**src/rtl/psram_wr_pkg.sv**
```systemverilog
// Shared types and elaboration helpers for the PSRAM write sequencer.
// Assumes all timing values are positive integers in nanoseconds.
package psram_wr_pkg;

    typedef enum logic [1:0] {
        ST_IDLE  = 2'd0,
        ST_PULSE = 2'd1,
        ST_RECOV = 2'd2,
        ST_GAP   = 2'd3
    } wr_state_t;

    // Rounded-up division of a nanosecond minimum by the clock period.
    function automatic int ns_to_cyc(input int ns, input int period);
        return (ns + period - 1) / period;
    endfunction

    // Larger of two integers.
    function automatic int imax(input int a, input int b);
        return (a > b) ? a : b;
    endfunction

endpackage

```
**src/rtl/psram_wr_timer.sv**
```systemverilog
// Down-counter that times one sequencer phase.
// Loaded with N >= 1, it reports the last of N cycles through last_cyc.
module psram_wr_timer #(
    parameter int CNT_W = 3
) (
    input  logic             clk,
    input  logic             rst_n,
    input  logic             load,
    input  logic [CNT_W-1:0] load_val,
    output logic             last_cyc
);

    logic [CNT_W-1:0] cnt;

    // Reload on a phase start, otherwise count down toward one.
    always_ff @(posedge clk) begin
        if (!rst_n) begin
            cnt <= '0;
        end else if (load) begin
            cnt <= load_val;
        end else if (cnt != '0) begin
            cnt <= cnt - 1'b1;
        end
    end

    assign last_cyc = (cnt <= CNT_W'(1));

endmodule

```
**src/rtl/psram_wr_seq.sv**
```systemverilog
// Phase sequencer: idle, write pulse, address recovery, chip-enable gap.
// Assumes the timer reports the last cycle of each loaded phase.
module psram_wr_seq
    import psram_wr_pkg::*;
#(
    parameter int CNT_W     = 3,
    parameter int PULSE_CYC = 3,
    parameter int RECOV_CYC = 1,
    parameter int CEH_CYC   = 1
) (
    input  logic             clk,
    input  logic             rst_n,
    input  logic             req_valid,
    input  logic [1:0]       req_be,
    input  logic             last_cyc,
    output logic             ready,
    output logic             start_wr,
    output logic             end_pulse,
    output logic             load,
    output logic [CNT_W-1:0] load_val
);

    wr_state_t st, st_nxt;

    // State register.
    always_ff @(posedge clk) begin
        if (!rst_n) st <= ST_IDLE;
        else        st <= st_nxt;
    end

    // Next state and the phase-event strobes.
    always_comb begin
        st_nxt    = st;
        start_wr  = 1'b0;
        end_pulse = 1'b0;
        load      = 1'b0;
        load_val  = '0;
        unique case (st)
            ST_IDLE: begin
                if (req_valid && (req_be != 2'b00)) begin
                    st_nxt   = ST_PULSE;
                    start_wr = 1'b1;
                    load     = 1'b1;
                    load_val = CNT_W'(PULSE_CYC);
                end
            end
            ST_PULSE: begin
                if (last_cyc) begin
                    st_nxt    = ST_RECOV;
                    end_pulse = 1'b1;
                    load      = 1'b1;
                    load_val  = CNT_W'(RECOV_CYC);
                end
            end
            ST_RECOV: begin
                if (last_cyc) begin
                    st_nxt   = ST_GAP;
                    load     = 1'b1;
                    load_val = CNT_W'(CEH_CYC);
                end
            end
            ST_GAP: begin
                if (last_cyc) st_nxt = ST_IDLE;
            end
            default: st_nxt = ST_IDLE;
        endcase
    end

    assign ready = (st == ST_IDLE);

endmodule

```
**src/rtl/psram_wr_pins.sv**
```systemverilog
// Registered memory-side pins; every output comes straight from a flop.
// Assumes start_wr and end_pulse never coincide.
module psram_wr_pins #(
    parameter int ADDR_W     = 21,
    parameter int DATA_W     = 16,
    parameter bit IDLE_OE_EN = 1'b0
) (
    input  logic              clk,
    input  logic              rst_n,
    input  logic              start_wr,
    input  logic              end_pulse,
    input  logic              ready,
    input  logic [ADDR_W-1:0] req_addr,
    input  logic [DATA_W-1:0] req_data,
    input  logic [1:0]        req_be,
    output logic [ADDR_W-1:0] mem_addr,
    output logic [DATA_W-1:0] mem_dout,
    output logic              mem_dq_oe,
    output logic              mem_ce_n,
    output logic              mem_we_n,
    output logic              mem_oe_n,
    output logic              mem_lb_n,
    output logic              mem_ub_n
);

    localparam logic OE_IDLE_N = ~IDLE_OE_EN;

    // Address and data load only when a write starts.
    always_ff @(posedge clk) begin
        if (!rst_n) begin
            mem_addr <= '0;
            mem_dout <= '0;
        end else if (start_wr) begin
            mem_addr <= req_addr;
            mem_dout <= req_data;
        end
    end

    // Strobes fall together at start and rise together at pulse end.
    always_ff @(posedge clk) begin
        if (!rst_n) begin
            mem_ce_n  <= 1'b1;
            mem_we_n  <= 1'b1;
            mem_lb_n  <= 1'b1;
            mem_ub_n  <= 1'b1;
            mem_dq_oe <= 1'b0;
        end else if (start_wr) begin
            mem_ce_n  <= 1'b0;
            mem_we_n  <= 1'b0;
            mem_lb_n  <= ~req_be[0];
            mem_ub_n  <= ~req_be[1];
            mem_dq_oe <= 1'b1;
        end else if (end_pulse) begin
            mem_ce_n  <= 1'b1;
            mem_we_n  <= 1'b1;
            mem_lb_n  <= 1'b1;
            mem_ub_n  <= 1'b1;
            mem_dq_oe <= 1'b0;
        end
    end

    // Output enable: forced high from write start, idle value otherwise.
    always_ff @(posedge clk) begin
        if (!rst_n)        mem_oe_n <= 1'b1;
        else if (start_wr) mem_oe_n <= 1'b1;
        else if (ready)    mem_oe_n <= OE_IDLE_N;
        else               mem_oe_n <= 1'b1;
    end

endmodule

```
**src/rtl/psram_wr_ctrl.sv**
```systemverilog
// Top of the asynchronous PSRAM write sequencer.
// Converts nanosecond minimums into cycle counts, rejects settings that
// break the chip-enable ceiling, and wires sequencer, timer and pins.
// Assumes a free-running clk of period CLK_NS and a synchronous reset.
module psram_wr_ctrl
    import psram_wr_pkg::*;
#(
    parameter int ADDR_W       = 21,
    parameter int DATA_W       = 16,
    parameter int CLK_NS       = 20,
    parameter int PULSE_MIN_NS = 45,
    parameter int RECOV_MIN_NS = 15,
    parameter int CYCLE_MIN_NS = 80,
    parameter int SETUP_MIN_NS = 20,
    parameter int CEH_MIN_NS   = 15,
    parameter int CE_CEIL_NS   = 1000,
    parameter bit IDLE_OE_EN   = 1'b0
) (
    input  logic              clk,
    input  logic              rst_n,
    input  logic              req_valid,
    output logic              req_ready,
    input  logic [ADDR_W-1:0] req_addr,
    input  logic [DATA_W-1:0] req_data,
    input  logic [1:0]        req_be,
    output logic [ADDR_W-1:0] mem_addr,
    output logic [DATA_W-1:0] mem_dout,
    output logic              mem_dq_oe,
    output logic              mem_ce_n,
    output logic              mem_we_n,
    output logic              mem_oe_n,
    output logic              mem_lb_n,
    output logic              mem_ub_n
);

    localparam int RECOV_CYC = imax(1, ns_to_cyc(RECOV_MIN_NS, CLK_NS));
    localparam int CEH_CYC   = imax(1, ns_to_cyc(CEH_MIN_NS, CLK_NS));
    localparam int PULSE_CYC = imax(imax(1, ns_to_cyc(PULSE_MIN_NS, CLK_NS)),
                                    imax(ns_to_cyc(SETUP_MIN_NS, CLK_NS),
                                         ns_to_cyc(CYCLE_MIN_NS, CLK_NS) - RECOV_CYC));
    localparam int MAX_CYC   = imax(PULSE_CYC, imax(RECOV_CYC, CEH_CYC));
    localparam int CNT_W     = $clog2(MAX_CYC + 1);
    localparam int GAP_MIN   = RECOV_CYC + CEH_CYC + 1;

    // refuse settings whose pulse or cycle passes the ceiling.
    generate
        if ((PULSE_CYC + RECOV_CYC) * CLK_NS > CE_CEIL_NS) begin : g_bad_timing
            $error("psram_wr_ctrl: write cycle exceeds chip-enable ceiling");
        end
    endgenerate

    logic             start_wr;
    logic             end_pulse;
    logic             load;
    logic [CNT_W-1:0] load_val;
    logic             last_cyc;

    psram_wr_seq #(
        .CNT_W     (CNT_W),
        .PULSE_CYC (PULSE_CYC),
        .RECOV_CYC (RECOV_CYC),
        .CEH_CYC   (CEH_CYC)
    ) u_seq (
        .clk       (clk),
        .rst_n     (rst_n),
        .req_valid (req_valid),
        .req_be    (req_be),
        .last_cyc  (last_cyc),
        .ready     (req_ready),
        .start_wr  (start_wr),
        .end_pulse (end_pulse),
        .load      (load),
        .load_val  (load_val)
    );

    psram_wr_timer #(
        .CNT_W (CNT_W)
    ) u_timer (
        .clk      (clk),
        .rst_n    (rst_n),
        .load     (load),
        .load_val (load_val),
        .last_cyc (last_cyc)
    );

    psram_wr_pins #(
        .ADDR_W     (ADDR_W),
        .DATA_W     (DATA_W),
        .IDLE_OE_EN (IDLE_OE_EN)
    ) u_pins (
        .clk       (clk),
        .rst_n     (rst_n),
        .start_wr  (start_wr),
        .end_pulse (end_pulse),
        .ready     (req_ready),
        .req_addr  (req_addr),
        .req_data  (req_data),
        .req_be    (req_be),
        .mem_addr  (mem_addr),
        .mem_dout  (mem_dout),
        .mem_dq_oe (mem_dq_oe),
        .mem_ce_n  (mem_ce_n),
        .mem_we_n  (mem_we_n),
        .mem_oe_n  (mem_oe_n),
        .mem_lb_n  (mem_lb_n),
        .mem_ub_n  (mem_ub_n)
    );

endmodule

```
**config.mk**
```make
export PLATFORM = sky130hd
export DESIGN_NAME = psram_wr_ctrl
export DESIGN_NICKNAME = d
export VERILOG_FILES = /design/src/rtl/psram_wr_pkg.sv /design/src/rtl/psram_wr_timer.sv /design/src/rtl/psram_wr_seq.sv /design/src/rtl/psram_wr_pins.sv /design/src/rtl/psram_wr_ctrl.sv
export SDC_FILE = /design/constraint.sdc
export NUM_CORES = 1
export LEC_CHECK = 0
export CAP_MARGIN = 0
export CORE_ASPECT_RATIO = 0.5
export CORE_MARGIN = 8
export CORE_UTILIZATION = 40
export DETAILED_ROUTE_END_ITERATION = 10
export PLACE_DENSITY = 0.86
export SLEW_MARGIN = 20
export SYNTH_ARGS = -nofsm -noshare
export SYNTH_HDL_FRONTEND = slang
export SYNTH_HIERARCHICAL = 1
export SYNTH_SLANG_ARGS = --single-unit
```
**constraint.sdc**
```tcl
create_clock -name clk -period 1.8 [get_ports clk]
set_input_delay 0.27 -clock clk [delete_from_list [all_inputs] [get_ports clk]]
set_output_delay 0.27 -clock clk [all_outputs]
set_load 0.05 [all_outputs]
```
==> impl_metrics.toml <==
[synth]
syn_area_per_cell_um2 = 10.89
unique_masters_post_synth = 27
synth_top_area_share = 0.4700
post_synth_most_frequent_cells = "sky130_fd_sc_hd__dfxtp_1, sky130_fd_sc_hd__nor2b_1, sky130_fd_sc_hd__mux2i_1"
synth_cells = 176
post_synthesis_async_set_or_reset_flop_share = 0
synth-seq-area-share = 0.4700
ys_warnings = 6
synthesis.nets = 225
synth_edf_count = 0
yosysTopAreaCell = "sky130_fd_sc_hd__dfxtp_1"
syn_area_um2 = 1917
synth.area.top_cells = "sky130_fd_sc_hd__dfxtp_1, sky130_fd_sc_hd__mux2i_1, sky130_fd_sc_hd__nor2b_1, sky130_fd_sc_hd__ha_1, sky130_fd_sc_hd__buf_6"
register_bit_count_reported_by_yosys = 45
yosys_most_used_dff = "sky130_fd_sc_hd__dfxtp_1"
yosysMostFrequentCell = "sky130_fd_sc_hd__dfxtp_1"

[die]
std_cell_rows = 17
die_h_um = 64.95
die_w_um = 113.9
design.core.area_um2 = 4509
die_area_um2 = 7398
starting_density_of_the_core = 0.4251
ioPinCount = 86

[clock_network]
clock_tree.buffer_depth = 2
clock_tree_from_tritoncts = "yes"
num_cts_buffers = 5
clock_tree.root_cell = "sky130_fd_sc_hd__clkbuf_8"
clk_pin_slew_ps = 90
cts_num_sinks = 45
postCtsSetupRepairBufs = 0
clock_insertion_delay_worst_skew_ps = 300
cts_htree_levels = 2

[hold_path]
min_from = "u_pins/mem_addr[10]"
worstHoldPathCells = 2
worstHoldPathType = "flop to flop"

[place]
place_inst = 320
placed_area_um2 = 2811
place.gp.congestion = 0.7298
io_buffers = 84
dpl_worst_slack_ps = -50.53
place.detailed.hpwl_um = 3897

[power]
power.switching_mw = 1.728
combinationalPowerShare = 0.511
vdd.ir_drop.worst_uv = 624.0
total_leakage_power_nw = 1.152
p_int_mw = 2.542
power.density_nw_per_um2 = 1452
power.sequential.fraction = 0.309
power_frac_clock = 0.180
sw_frac = 0.4047

[sta]
worst_slew_pin_slew_ps = 561.2
max-slew-margin-rel = 0.6252
finalCritPeriodShare = 0.9726
worst_hold_slack_ps = 524.6
clock-skew-final_ps = 6.510
final-setup-viol-count = 0
hold_violations = 0
postLayoutSetupSlackWorst_ps = 49.39
slew_violations = 0
timing.fmax_ghz = 0.5712
timing.final.crit_period_ps = 1751
unrepaired_setup_endpoints_after_global_routing = "false"

[setup_path]
critPathLaunchType = "flop"
slowest_stage = "sky130_fd_sc_hd__clkdlybuf4s50_1"
cp.depth = 1
crit_path_largest_cell_delay_ps = 820
worst_r2r_path_depth = 8
worst-setup-path-type = "flop to output port"
crit_buf_inv = 1
worstPathArrival_ps = 1480
critical_path.cell_chain = "clkdlybuf4s50_1"
worstPathRequired_ps = 1530
timing.critical_path.to_type = "output port"
critical_path_peak_fanout = 3
launching_point_of_the_worst_reg2reg_path = "u_seq/st[1]"
cp_top_family = "buffers and inverters"
critPathLaunch = "u_pins/mem_we_n"

[outcome]
outcome = "finished, final reports clean"

[final_layout]
post_route_cells_drive_above_1_share = 0.1107
final_cell_count_no_fill = 328
utilization = 0.6521
area_growth_syn_to_layout_pct = 53.39
fin_area_um2 = 2940
multi_input_comb_area_um2 = 904.6
nets = 310
n_antenna_cell = 0
final.fill_count = 345
register_area_um2 = 902.1

[global_routing]
gr-usage-all-layers = 0.1380
global_route_wire_length_before_repair_um = 8059
vias_in_the_first_global_route = 1635
total_overflow_reported_by_the_global_router = 0
grt_antenna_before_repair = 0
grt_max_degree = 30

[flow_run]
drv_cap = 0

[detailed_routing]
route.antenna.remaining_nets = 0
route.vias.total = 1490
routed_length_per_placed_instance_um = 15.22
drc_errors = 0
detail_route.vias_per_cell = 4.543
wirelength_um = 4993
detail_route.iter0.violations = 34
drt_pass1_iterations = 3
==> cells by family after synthesis <==
logic type / Yosys count / share of synthesized area
flip-flops: 45 / 0.4700
adder cells (fa/ha/maj): 7 / 0.04569
other: 1 / 0.001956
AND/OR/NAND/NOR: 54 / 0.1743
AO/OA/AOI/OAI: 11 / 0.04047
XOR/XNOR: 1 / 0.004570
buffers and inverters: 19 / 0.06462
multiplexers: 38 / 0.1984
==> final cells by class <==
cell class                      count  area share
Timing Repair Buffer               91      0.3106
Sequential cell                    45      0.3068
Multi-Input combinational cell    112      0.3077
Clock inverter                      3     0.01574
Inverter                            6    0.007660
Clock buffer                        5     0.02340
Tap cell                           66     0.02809
==> tightest hold or removal path, cell delays in order, from the launching register on <==
cell and delay (ps):
sky130_fd_sc_hd__dfxtp_1 310, sky130_fd_sc_hd__mux2i_1 110, sky130_fd_sc_hd__nor2b_1 60
==> power groups by stage <==
stage	logic [mW]	registers (mW)	clock network, mW
CTS	2.16	1.32	0.792
global route	2.31	1.35	0.834
finish	2.18	1.32	0.770
detailed placement	2.15	1.34	0
floorplan	1.02	1.85	0
global placement	2.09	1.32	0
==> placed cells by master, fill, tap and decap left out, types with 2 or more instances in the layout <==
| master | count |
|---|---|
| sky130_fd_sc_hd__clkbuf_8 | 5 |
| sky130_fd_sc_hd__dfxtp_1 | 44 |
| sky130_fd_sc_hd__clkdlybuf4s50_1 | 75 |
| sky130_fd_sc_hd__o21ai_1 | 2 |
| sky130_fd_sc_hd__nand2_1 | 3 |
| sky130_fd_sc_hd__ha_1 | 6 |
| sky130_fd_sc_hd__o21ai_0 | 2 |
| sky130_fd_sc_hd__nand2b_1 | 2 |
| sky130_fd_sc_hd__buf_12 | 3 |
| sky130_fd_sc_hd__nor2b_1 | 39 |
| sky130_fd_sc_hd__a31oi_1 | 2 |
| sky130_fd_sc_hd__nor4b_1 | 2 |
| sky130_fd_sc_hd__nor2_1 | 2 |
| sky130_fd_sc_hd__mux2i_1 | 38 |
| sky130_fd_sc_hd__inv_1 | 5 |
| sky130_fd_sc_hd__buf_4 | 12 |
| sky130_fd_sc_hd__nand3_1 | 2 |
==> worst paths after layout <==
check                              to  slack (ps)
setup / recovery             mem_we_n          50
hold / removal    u_pins/mem_addr[10]         520
setup reg to reg      u_pins/mem_lb_n         100
hold reg to reg   u_pins/mem_addr[10]         520
==> layer usage <==
layer / vias to the layer above / global-route usage / routed length (µm)
met5: - / 0 / 0
met4: 0 / 0.06404 / 79
met3: 7 / 0.03509 / 143
met2: 19 / 0.2767 / 2988
met1: 717 / 0.1314 / 1781
li1: 747 / - / -
==> registers in the layout, summed over array words and instances (netlist names) <==
register	cells
u_pins/mem_addr	21
u_pins/mem_dout	16
u_pins/mem_dq_oe	1
u_pins/mem_lb_n	1
u_pins/mem_ub_n	1
u_pins/mem_we_n	1
u_seq/st	2
u_timer/cnt	2
==> metrics by stage <==
| step | total power, mW | TNS (ps) |
|---|---|---|
| global route | 4.492 | 0 |
| global placement | 3.417 | 0 |
| finish | 4.270 | 0 |
| floorplan | 2.869 | 0 |
| detailed placement | 3.491 | -83.34 |
| CTS | 4.271 | 0 |
==> timing repair <==
| action | in CTS | in global routing |
|---|---|---|
| setup endpoints to repair | 0 | 31 |
| gates resized for setup | 0 | 3 |
| hold buffers | 0 | 0 |
No activity file was read; power rests on OpenSTA's default activity.
